File: src/rtl/scan_tap_pkg.sv
package scan_tap_pkg;

  localparam int IR_W = 3;
  localparam int ID_W = 32;

  typedef enum logic [3:0] {
    ST_RESET, ST_IDLE,
    ST_SEL_DR, ST_CAP_DR, ST_SH_DR, ST_EX1_DR, ST_PAU_DR, ST_EX2_DR, ST_UPD_DR,
    ST_SEL_IR, ST_CAP_IR, ST_SH_IR, ST_EX1_IR, ST_PAU_IR, ST_EX2_IR, ST_UPD_IR
  } tap_state_e;

  typedef enum logic [1:0] {DR_BYP, DR_ID, DR_OBS} dr_sel_e;

  localparam logic [IR_W-1:0] OP_ALLZERO = 3'b000;
  localparam logic [IR_W-1:0] OP_IDENT   = 3'b001;
  localparam logic [IR_W-1:0] OP_SAMPZ   = 3'b010;
  localparam logic [IR_W-1:0] OP_SAMPLE  = 3'b100;
  localparam logic [IR_W-1:0] OP_BYPASS  = 3'b111;

  localparam logic [IR_W-1:0] IR_CAPTURE = {{(IR_W-2){1'b0}}, 2'b01};

endpackage

File: src/rtl/tap_ctrl.sv
module tap_ctrl
  import scan_tap_pkg::*;
(
  input  logic       tck,
  input  logic       rst_n,
  input  logic       tms,
  output tap_state_e state,
  output tap_state_e next
);

  always_comb begin
    next = state;
    case (state)
      ST_RESET:  next = tms ? ST_RESET  : ST_IDLE;
      ST_IDLE:   next = tms ? ST_SEL_DR : ST_IDLE;
      ST_SEL_DR: next = tms ? ST_SEL_IR : ST_CAP_DR;
      ST_CAP_DR: next = tms ? ST_EX1_DR : ST_SH_DR;
      ST_SH_DR:  next = tms ? ST_EX1_DR : ST_SH_DR;
      ST_EX1_DR: next = tms ? ST_UPD_DR : ST_PAU_DR;
      ST_PAU_DR: next = tms ? ST_EX2_DR : ST_PAU_DR;
      ST_EX2_DR: next = tms ? ST_UPD_DR : ST_SH_DR;
      ST_UPD_DR: next = tms ? ST_SEL_DR : ST_IDLE;
      ST_SEL_IR: next = tms ? ST_RESET  : ST_CAP_IR;
      ST_CAP_IR: next = tms ? ST_EX1_IR : ST_SH_IR;
      ST_SH_IR:  next = tms ? ST_EX1_IR : ST_SH_IR;
      ST_EX1_IR: next = tms ? ST_UPD_IR : ST_PAU_IR;
      ST_PAU_IR: next = tms ? ST_EX2_IR : ST_PAU_IR;
      ST_EX2_IR: next = tms ? ST_UPD_IR : ST_SH_IR;
      ST_UPD_IR: next = tms ? ST_SEL_DR : ST_IDLE;
      default:   next = ST_RESET;
    endcase
  end

  always_ff @(posedge tck or negedge rst_n) begin
    if (!rst_n) state <= ST_RESET;
    else        state <= next;
  end

  // run-length of consecutive high mode-select samples, saturating at 7
  logic [2:0] hi_run;
  always_ff @(posedge tck or negedge rst_n) begin
    if (!rst_n)            hi_run <= '0;
    else if (!tms)         hi_run <= '0;
    else if (hi_run != 3'd7) hi_run <= hi_run + 3'd1;
  end


  tms_reset_reach_chk: assert property (@(posedge tck) disable iff (!rst_n)
    (hi_run >= 3'd5) |-> (state == ST_RESET));

endmodule

File: src/rtl/tap_instr.sv
module tap_instr
  import scan_tap_pkg::*;
(
  input  logic       tck,
  input  logic       rst_n,
  input  logic       tdi,
  input  tap_state_e state,
  input  tap_state_e next,
  output logic       ir_lsb,
  output dr_sel_e    dr_sel,
  output logic       dq_hiz
);

  logic [IR_W-1:0] ir_sr_q, ir_sr_d;
  logic [IR_W-1:0] instr_q, instr_d;

  always_comb begin
    ir_sr_d = ir_sr_q;
    instr_d = instr_q;
    if (state == ST_CAP_IR)     ir_sr_d = IR_CAPTURE;
    else if (state == ST_SH_IR) ir_sr_d = {tdi, ir_sr_q[IR_W-1:1]};
    if (next == ST_RESET)        instr_d = OP_IDENT;
    else if (state == ST_UPD_IR) instr_d = ir_sr_q;
  end

  always_ff @(posedge tck or negedge rst_n) begin
    if (!rst_n) begin
      ir_sr_q <= IR_CAPTURE;
      instr_q <= OP_IDENT;
    end else begin
      ir_sr_q <= ir_sr_d;
      instr_q <= instr_d;
    end
  end

  always_comb begin
    case (instr_q)
      OP_ALLZERO, OP_SAMPZ, OP_SAMPLE: dr_sel = DR_OBS;
      OP_IDENT:                        dr_sel = DR_ID;
      default:                         dr_sel = DR_BYP;
    endcase
    dq_hiz = (instr_q == OP_ALLZERO) || (instr_q == OP_SAMPZ);
  end

  assign ir_lsb = ir_sr_q[0];


  ir_capture_pattern_chk: assert property (@(posedge tck) disable iff (!rst_n)
    (state == ST_CAP_IR) |=> (ir_sr_q[1:0] == 2'b01));


  instr_hold_chk: assert property (@(posedge tck) disable iff (!rst_n)
    (state != ST_UPD_IR && next != ST_RESET) |=> $stable(instr_q));

endmodule

File: src/rtl/tap_data.sv
module tap_data
  import scan_tap_pkg::*;
#(
  parameter int               PADS    = 16,
  parameter logic [ID_W-1:0]  ID_CODE = 32'h1A5C_E0F3
) (
  input  logic            tck,
  input  logic            rst_n,
  input  logic            tdi,
  input  tap_state_e      state,
  input  dr_sel_e         dr_sel,
  input  logic [PADS-1:0] pad_in,
  output logic            dr_lsb
);

  logic            byp_q, byp_d;
  logic [ID_W-1:0] id_q, id_d;
  logic [PADS-1:0] obs_q, obs_d, obs_shifted;

  generate
    if (PADS == 1) begin : g_obs_one
      assign obs_shifted = tdi;
    end else begin : g_obs_many
      assign obs_shifted = {tdi, obs_q[PADS-1:1]};
    end
  endgenerate

  always_comb begin
    byp_d = byp_q;
    id_d  = id_q;
    obs_d = obs_q;
    if (state == ST_CAP_DR) begin
      case (dr_sel)
        DR_ID:   id_d  = ID_CODE;
        DR_OBS:  obs_d = pad_in;
        default: byp_d = 1'b0;
      endcase
    end else if (state == ST_SH_DR) begin
      case (dr_sel)
        DR_ID:   id_d  = {tdi, id_q[ID_W-1:1]};
        DR_OBS:  obs_d = obs_shifted;
        default: byp_d = tdi;
      endcase
    end
  end

  always_ff @(posedge tck or negedge rst_n) begin
    if (!rst_n) begin
      byp_q <= 1'b0;
      id_q  <= '0;
      obs_q <= '0;
    end else begin
      byp_q <= byp_d;
      id_q  <= id_d;
      obs_q <= obs_d;
    end
  end

  always_comb begin
    case (dr_sel)
      DR_ID:   dr_lsb = id_q[0];
      DR_OBS:  dr_lsb = obs_q[0];
      default: dr_lsb = byp_q;
    endcase
  end


  bypass_capture_zero_chk: assert property (@(posedge tck) disable iff (!rst_n)
    (state == ST_CAP_DR && dr_sel == DR_BYP) |=> (byp_q == 1'b0));


  obs_capture_pads_chk: assert property (@(posedge tck) disable iff (!rst_n)
    (state == ST_CAP_DR && dr_sel == DR_OBS) |=> (obs_q == $past(pad_in)));


  update_dr_quiet_chk: assert property (@(posedge tck) disable iff (!rst_n)
    (state == ST_UPD_DR) |=> ($stable(obs_q) && $stable(id_q) && $stable(byp_q)));

endmodule

File: src/rtl/scan_tap_observe.sv
module scan_tap_observe
  import scan_tap_pkg::*;
#(
  parameter int              PADS    = 16,
  parameter logic [ID_W-1:0] ID_CODE = 32'h1A5C_E0F3
) (
  input  logic            tck,
  input  logic            trst_n,
  input  logic            tms,
  input  logic            tdi,
  input  logic [PADS-1:0] pad_in,
  output logic            tdo,
  output logic            tdo_oe,
  output logic            dq_hiz
);

  // asynchronous assertion, release aligned to a TCK rising edge
  logic [1:0] rst_sync;
  logic       rst_n;
  always_ff @(posedge tck or negedge trst_n) begin
    if (!trst_n) rst_sync <= 2'b00;
    else         rst_sync <= {rst_sync[0], 1'b1};
  end
  assign rst_n = rst_sync[1];

  tap_state_e state, next;
  logic       ir_lsb, dr_lsb, hiz_int;
  dr_sel_e    dr_sel;

  tap_ctrl u_ctrl (
    .tck   (tck),
    .rst_n (rst_n),
    .tms   (tms),
    .state (state),
    .next  (next)
  );

  tap_instr u_instr (
    .tck    (tck),
    .rst_n  (rst_n),
    .tdi    (tdi),
    .state  (state),
    .next   (next),
    .ir_lsb (ir_lsb),
    .dr_sel (dr_sel),
    .dq_hiz (hiz_int)
  );

  tap_data #(.PADS(PADS), .ID_CODE(ID_CODE)) u_data (
    .tck    (tck),
    .rst_n  (rst_n),
    .tdi    (tdi),
    .state  (state),
    .dr_sel (dr_sel),
    .pad_in (pad_in),
    .dr_lsb (dr_lsb)
  );

  logic shifting, out_bit;
  always_comb begin
    shifting = (state == ST_SH_IR) || (state == ST_SH_DR);
    out_bit  = (state == ST_SH_IR) ? ir_lsb : dr_lsb;
  end

  always_ff @(negedge tck or negedge rst_n) begin
    if (!rst_n) begin
      tdo    <= 1'b0;
      tdo_oe <= 1'b0;
    end else begin
      tdo_oe <= shifting;
      tdo    <= shifting ? out_bit : 1'b0;
    end
  end

  assign dq_hiz = hiz_int;


  oe_only_in_shift_chk: assert property (@(posedge tck) disable iff (!rst_n)
    tdo_oe == ((state == ST_SH_IR) || (state == ST_SH_DR)));


  hiz_rise_on_update_chk: assert property (@(posedge tck) disable iff (!rst_n)
    $rose(dq_hiz) |-> ($past(state) == ST_UPD_IR));


  tdo_quiet_chk: assert property (@(posedge tck) disable iff (!rst_n)
    !tdo_oe |-> !tdo);

endmodule

File: config.mk
export PLATFORM = sky130hd
export DESIGN_NAME = scan_tap_observe
export DESIGN_NICKNAME = d
export VERILOG_FILES = /design/src/rtl/scan_tap_pkg.sv /design/src/rtl/tap_ctrl.sv /design/src/rtl/tap_instr.sv /design/src/rtl/tap_data.sv /design/src/rtl/scan_tap_observe.sv
export SDC_FILE = /design/constraint.sdc
export NUM_CORES = 1
export LEC_CHECK = 0
export BUFFER_PORTS_ARGS = -buffer_cell sky130_fd_sc_hd__buf_2
export CORE_MARGIN = 1.5
export CORE_UTILIZATION = 29
export DETAILED_ROUTE_END_ITERATION = 10
export GPL_TIMING_DRIVEN = 0
export PLACE_DENSITY = 0.54
export SLEW_MARGIN = 20
export SYNTH_ARGS = -nofsm -noshare
export SYNTH_HDL_FRONTEND = slang
export SYNTH_SLANG_ARGS = --single-unit
File: constraint.sdc
create_clock -name tck -period 5.1 [get_ports tck]
set_clock_uncertainty 0.05 [all_clocks]
set_input_delay 0.51 -clock tck [delete_from_list [all_inputs] [get_ports tck]]
set_output_delay 0.51 -clock tck [all_outputs]
set_load 0.01 [all_outputs]
-- Word-level counts from Yosys, hierarchy flattened
Index checks and enable logic that the tools add are counted.
- equality and inequality tests: 22
- muxes and demuxes: 33
- reduce and logical (&&, ||, !) cells: 16
- operators with widths (operator ; count):
    32-bit two-way mux ; 4
    16-bit two-way mux ; 4
    4-bit one-hot mux with 12 select lines ; 1
    4-bit == test, second input constant ; 8
    3-bit two-way mux ; 6
    4-bit by 3-bit == test with 1-bit output, second input constant ; 4
    4-bit two-way mux ; 4
    1-bit two-way mux ; 9
    4-bit by 2-bit == test with 1-bit output, second input constant ; 2
    4-bit zero test ; 2
    2-bit two-way mux ; 3
    2-bit nonzero test ; 3
    2-bit OR reduction ; 3
    3-bit OR reduction ; 2
    4-bit by 1-bit == test with 1-bit output, second input constant ; 1
    2-bit != test, second input constant ; 2
    2-bit one-hot mux with 2 select lines ; 1
    2-bit AND reduction ; 2
    3-bit by 1-bit == test with 1-bit output, second input constant ; 1
    3-bit by 2-bit == test with 1-bit output, second input constant ; 1
    3-bit == test, second input constant ; 1
    3-bit zero test ; 1
    3-bit AND reduction ; 1
    2-bit by 1-bit == test with 1-bit output, second input constant ; 1
    3 further kinds ; 4
- register bits after elaboration: 63
- input port bits: 20
- output and inout bits: 3
- word-level logic and storage cells: 80

-- Logic depth before layout (Yosys ltp)
Gate-level depths: netlist of the first run.
- depth in word-level cells: 8
- depth in mapped cells: 8

-- By module
From an unflattened synthesis of the first run, not the netlist that was laid out.
- cell total of the unflattened synthesis: 264
- area, all modules: 3203.1 sq um
- modules (own cells, without submodules) (module ; instances ; cells each ; area an instance (sq um) ; sequential area each (sq um)):
    tap_data ; 1 ; 186 ; 2458.6 ; 1226.2
    tap_ctrl ; 1 ; 40 ; 315.3 ; 100.1
    tap_instr ; 1 ; 27 ; 282.8 ; 152.6
    scan_tap_observe ; 1 ; 11 ; 146.4 ; 100.1

==> results of run 1 <==
-- report_power, final --
group	internal [W]	total [W]	switching (W)
Sequential	0.000692	0.000816	0.000124
Clock	0.000189	0.000386	0.000197
Combinational	0.000296	0.000699	0.000403
Total	0.00118	0.00190	0.000725
-- how the worst max path moves through the flow --
stage	startpoint	endpoint	slack, ps	depth (start not counted)
after floorplan	rst_sync[1]	tdo	730	0
after global placement	rst_sync[1]	tdo_oe	-60	0
after detailed placement	u_instr.instr_q[1]	tdo	1010	7
after CTS	u_instr.instr_q[1]	tdo	980	7
after global routing	u_instr.instr_q[2]	tdo	840	7
final	u_instr.instr_q[1]	tdo	1010	7
-- layout make-up --
type                    instances  area (µm²)  share of cell area
inverters                       6       22.52            0.006701
multi-input cells             213        1132              0.3369
plain buffers                  20       140.1             0.04170
clock inverters                 5       35.03             0.01042
clock buffers                  11       141.4             0.04207
flip-flops and latches         63        1583              0.4710
repair buffers                 24       140.1             0.04170
well taps                     133       166.4             0.04952
-- critical path, stage by stage (launching register included) --
cell and delay (ps):
dfrtp_1 410, a21oi_1 200, inv_1 60, ha_1 220
a22oi_1 170, o21ai_0 110, nand2_1 70, nand2_1 70
-- kinds of logic (layout without fill, tap and decap cells) --
kind of cell | Yosys count | count (layout) | share of synthesized area
and+or+nand+nor | 114 | 114 | 0.1689
AOI/OAI and AO/OA | 77 | 77 | 0.1489
DFF | 63 | 63 | 0.5494
buffers and inverters | 26 | 66 | 0.05659
muxes | 18 | 18 | 0.06312
adders and majority gates | 2 | 2 | 0.008706
other | 1 | 1 | 0.001305
xor gates and xnor gates | 1 | 1 | 0.003048
-- through the flow --
stage	hold slack [ps]	power (W)	cell area, µm²
floorplan	164.4	0.001357	2874
global placement	245.5	0.001503	3151
detailed placement	217.5	0.001532	3174
CTS	219.4	0.001926	3361
global route	246.9	0.002081	3361
finish	198.3	0.001901	3361
-- Yosys cell counts, drive strengths merged, types with 3 or more instances --
master / number
nor2: 24
clkbuf: 6
o21ai: 60
dfrtp: 59
mux2i: 17
buf: 14
nor2b: 4
inv: 6
nand3: 4
nor3: 3
a21oi: 9
nand2: 73
-- sequential cells by signal, indices dropped and copies added (netlist names) --
register,cells
u_ctrl.state,4
rst_sync,2
u_data.id_q,32
u_data.obs_q,16
u_instr.ir_sr_q,3
u_data.byp_q,1
tdo,1
tdo_oe,1
u_instr.instr_q,3
-- routing by layer --
metal,share of wire,track usage,vias up
met3,0.036,0.05220,5
met1,0.47,0.1645,1041
met4,0.011,0.03477,0
li1,-,-,1080
met2,0.48,0.1977,42
met5,0,0,-
==> run_results.csv, run 1 <==
group,metric,value,unit
run_status,status,"complete, no violations",
detailed_routing,firstDrtPassIters,4,
synth,yosys.area.top_type,"dfrtp_1",
grt,grt_pass1_vias,2123,
clock_tree,post_cts_resized,0,
sta,setup_viol,0,
finish,fin_util,0.3470,
critical_path,crit_arrival,1650,ps
floorplan,start_util,0.2968,
detailed_routing,drt_wl_total,5711,µm
synth,synth_edf_count,0,
critical_path,path_max_fanout,3,
synth,async_reset_ff_frac,1.000,
detailed_routing,dr.first_iter.drc_count,163,
floorplan,die_w,102.6,µm
finish,nNetsFinal,359,
power_and_ir_drop,p_leak,1.498,nW
floorplan,io_pins,23,
power_and_ir_drop,peakVddDrop,0.2229,mV
synth,synth_cells,302,
critical_path,r2r_end,"tdo",
finish,fillerInstances,997,
finish,fin_cells,475,
placed_design,dp.cells,458,
detailed_routing,viasPerCell,4.564,
sta,tightest_slew,500.7,ps
placed_design,dpl_worst_slack,1013,ps
clock_tree,cts_tree,"done",
synth,syn_nets,324,
placed_design,post-dp-hpwl,3926,µm
grt,antenna_found_initial,0,
finish,layout-drive-gt1-share,0.1725,
detailed_routing,vias,2168,
sta,finalHoldViolCount,0,
critical_path,crit_type,"register to register",
critical_path,end_kind,"register",
finish,area_delta_synth_final,16.94,%
critical_path,worst-r2r-setup-slack,1010,ps
grt,grt_pass1_wl,10320,µm
synth,netlist_area,0.002874,mm²
floorplan,fp-row-count,36,
clock_tree,clockBufferDepth,2,
floorplan,fp.dieArea,0.01052,mm²
run,cap_violations,0,
grt,overflow,0,
synth,yosysWarningCount,0,
min_path,hold_path.class,"register to async pin",
finish,layout_common_cells,"73 x nand2_1, 58 x dfrtp_1, 37 x o21ai_1",
critical_path,r2r_cells,7,
sta,final.setup.worst_slack,1011,ps
sta,rsz0062_at_grt,"no",
critical_path,start_kind,"register",
sta,max_slew_margin,0.6648,
placed_design,gp_congestion,0.7217,
clock_tree,cts_setup_buffers,0,
clock_tree,htree_num_levels,3,
synth,synth_top_flop_cell,"dfrtp_1",
critical_path,worstPathRequired,2660,ps
clock_tree,clk_pin_slew_worst_paths,80,ps
synth,synth-seq-cells,63,
grt,grt_max_degree,35,
sta,final-max-slew-violation-count,0,
synth,synthDistinctLibCells,34,
synth,synth_seq_area_share,0.5494,
placed_design,numPortBuffers,22,
detailed_routing,wire_per_inst,12.02,µm
grt,track_usage,0.1272,
detailed_routing,ant_nets,0,
synth,yosysTopAreaCellShare,0.5137,
finish,final_common_cell,"nand2_1",
power_and_ir_drop,p_per_area,565.7,mW/mm²
detailed_routing,drc,0,
synth,syn_avg_cell_area,9.517,µm²
clock_tree,cts-root-buf,"clkbuf_8",
floorplan,core,0.009684,mm²
clock_tree,cts_buffers,9,
floorplan,die-height,102.6,µm
sta,timing.setup.tns,0,ps
clock_tree,clock_latency,330,ps
clock_tree,cts_hold_buf,1,
clock_tree,clkSinkCount,63,
critical_path,reg2reg_from,"u_instr.instr_q[1]",
synth,synth.top_cells.by_area,"dfrtp_1 51%, nand2_1 9.5%, o21ai_1 6.4%",
finish,n_antenna_cell,0,
(Power assumes the default switching activity.)
==> run 2, diff against run 1 <==
- ABC_AREA: unset -> 1
- PLACE_DENSITY: 0.54 -> 0.53
- clock period: 5.1 -> 4 ns (I/O delays scaled with it)
==> run_results.csv, run 2 <==
group,metric,value,unit
run_status,status,"complete, no violations",
detailed_routing,drc,0,
clock_tree,htree_num_levels,3,
placed_design,post-dp-hpwl,4281,µm
critical_path,end_kind,"register",
grt,grt_pass1_wl,11450,µm
synth,synth_cells,354,
grt,overflow,0,
grt,grt_max_degree,54,
power_and_ir_drop,p_leak,1.882,nW
critical_path,crit_top_cell,"inv_1",
run,cap_violations,0,
detailed_routing,vias,2350,
detailed_routing,wire_per_inst,11.83,µm
detailed_routing,dr.first_iter.drc_count,142,
placed_design,gp_congestion,0.7854,
synth,syn_avg_cell_area,8.568,µm²
clock_tree,clockBufferDepth,2,
floorplan,core,0.01023,mm²
sta,rsz0062_at_grt,"no",
finish,largest_register_ff_count,32,
critical_path,cp-startpoint,"u_instr.instr_q[0]",
power_and_ir_drop,peakVddDrop,0.2610,mV
synth,yosysTopAreaCellShare,0.4868,
grt,met1_usage,0.1738,
placed_design,dpl_worst_slack,273.1,ps
critical_path,path_max_fanout,3,
synth,async_reset_ff_frac,1.000,
finish,layout_common_cells,"130 x nand2_1, 58 x dfrtp_1, 34 x nor2_1",
synth,yosys.cell_count.top_type,"nand2_1",
critical_path,slowest_delay,550,ps
floorplan,fp.dieArea,0.01108,mm²
critical_path,crit_type,"register to register",
critical_path,r2r_cells,6,
finish,multiInputGateArea,0.001209,mm²
synth,synth-seq-cells,63,
synth,yosys.area.top_type,"dfrtp_1",
finish,layout-drive-gt1-share,0.1985,
clock_tree,cts_tree,"done",
synth,syn_nets,376,
finish,final_common_cell,"nand2_1",
detailed_routing,drt_wl_total,6260,µm
grt,globalRouteMet3Util,0.04082,
power_and_ir_drop,p_per_area,654.9,mW/mm²
critical_path,crit_family,"flip-flops",
grt,grt_pass1_vias,2434,
finish,nNetsFinal,410,
critical_path,crit_buf_inv,2,
clock_tree,clk_pin_slew_worst_paths,70,ps
critical_path,worst-r2r-setup-slack,260,ps
synth,synth_seq_area_share,0.5206,
finish,regArea,0.001583,mm²
placed_design,numPortBuffers,21,
grt,grt_util_met2,0.1956,
synth,synth.top_cells.by_area,"dfrtp_1 49%, nand2_1 16%, a31oi_2 5.8%",
synth,netlist_area,0.003033,mm²
clock_tree,cts-root-buf,"clkbuf_8",
synth,yosysWarningCount,0,
floorplan,fp-row-count,37,
finish,n_antenna_cell,0,
floorplan,start_util,0.2964,
floorplan,die-height,105.3,µm
critical_path,path_cells,"inv_1, nor3_1, inv_1, ha_1, mux2i_1, o22ai_1",
detailed_routing,firstDrtPassIters,5,
critical_path,worstPathRequired,2120,ps
clock_tree,clock_latency,350,ps
floorplan,io_pins,23,
finish,fin_util,0.3500,
finish,area_delta_synth_final,18.07,%
detailed_routing,viasPerCell,4.442,
critical_path,cpMaxStageDelayCell,"dfstp_2",
sta,final-max-slew-violation-count,0,
grt,busiest_layer,"met2",
finish,top_regs,"u_data.id_q x32, u_data.obs_q x16, u_ctrl.state x4",
synth,synth_top_flop_cell,"dfrtp_1",
clock_tree,cts_buffers,9,
critical_path,crit_arrival,1860,ps
grt,track_usage,0.1300,
critical_path,reg2reg_from,"u_instr.instr_q[0]",
synth,synthDistinctLibCells,33,
critical_path,start_kind,"register",
sta,finalHoldViolCount,0,
finish,fillerInstances,1046,
clock_tree,post_cts_resized,0,
finish,largest-register,"u_data.id_q",
grt,antenna_found_initial,0,
min_path,hold_path.class,"register to async pin",
clock_tree,cts_setup_buffers,0,
floorplan,die_w,105.3,µm
critical_path,crit_cells,6,
critical_path,r2r_end,"tdo",
sta,setup_viol,0,
critical_path,critPathCapture,"tdo",
detailed_routing,ant_nets,0,
synth,synth_edf_count,0,
sta,final.setup.worst_slack,257.8,ps
clock_tree,clkSinkCount,63,
synth,yosys-top-cells-count,"130 x nand2_1, 59 x dfrtp_1, 34 x nor2_1",
## run 2: cell count changes in the layout (fill, tap and decap cells not counted), moves of 4 or more
| cell | delta |
|---|---|
| nor2b_1 | -4 |
| nor2_1 | +10 |
| nand2_1 | +57 |
| o21ai_1 | -35 |
| a21oi_1 | -8 |
| mux2i_1 | -16 |
| nor2_2 | +4 |
| nand3_1 | +16 |
| inv_1 | +21 |
| a31oi_2 | +14 |
## run 2: final cells by class
class                   count  share of cell area
clock inverters             5             0.02236
well taps                 136             0.04752
repair buffers             23             0.03983
clock buffers              11             0.04228
flip-flops and latches     63              0.4420
inverters                  29             0.03110
multi-input cells         246              0.3375
plain buffers              16             0.03739
## run 2: metal layers
metal | wire length [µm] | vias to the layer above | part of all wire
li1 | - | 1193 | -
met1 | 3137 | 1110 | 0.50
met2 | 2746 | 38 | 0.44
met3 | 275 | 9 | 0.044
met4 | 99 | 0 | 0.016
met5 | 0 | - | 0
## run 2: worst register-to-register path: cells and delay by family (launching register included)
family                     cells  cell delay, ps
adders and majority gates      1             340
AOI/OAI and AO/OA              1              90
and+or+nand+nor                1             230
DFF                            1             550
muxes                          1             190
buffers and inverters          2             130
## run 2: through the flow
| step | std cells | setup TNS [ps] | cell area, µm² | power, W | hold slack, ps |
|---|---|---|---|---|---|
| floorplan | 354 | 0 | 3033 | 0.001516 | 54.41 |
| global route | 529 | 0 | 3581 | 0.002546 | 102.2 |
| CTS | 529 | 0 | 3581 | 0.002373 | 98.17 |
| detailed placement | 512 | 0 | 3339 | 0.001718 | 103.9 |
| global placement | 511 | -1248 | 3308 | 0.001704 | 140.8 |
| finish | 529 | 0 | 3581 | 0.002345 | 94.71 |
## run 2: where the power goes
group          switching, W  leakage (nW)  internal (W)  total, W
combinational      0.000514          1.02      0.000275  0.000789
sequential        0.0000994         0.750      0.000813  0.000912
clock              0.000260         0.112      0.000384  0.000644
## run 2: worst min path at each step
stage / start / to / slack [ps] / cells after the start
2_1_floorplan: trst_n / rst_sync[0] / 50 / 0
3_3_place_gp: trst_n / rst_sync[0] / 140 / 1
3_5_place_dp: rst_sync[1] / u_data.id_q[26] / 100 / 0
4_1_cts: rst_sync[1] / u_data.id_q[24] / 100 / 0
5_1_grt: rst_sync[1] / u_data.id_q[23] / 100 / 0
6_report: rst_sync[1] / u_data.id_q[24] / 90 / 0
## run 2: logic make-up (layout without fill, tap and decap cells)
kind of cell               count (synthesis)  count (layout)  synth area share
and+or+nand+nor                          196             196            0.2715
DFF                                       63              63            0.5206
adders and majority gates                  2               2          0.008250
buffers and inverters                     45              84           0.08086
other                                      1               1          0.001236
muxes                                      1               1          0.003300
AOI/OAI and AO/OA                         46              46            0.1143
## run 2: what timing repair did
item,in CTS,in global routing
endpoints found under the setup margin,0,0
hold endpoints to repair,2,0
hold buffers,1,0
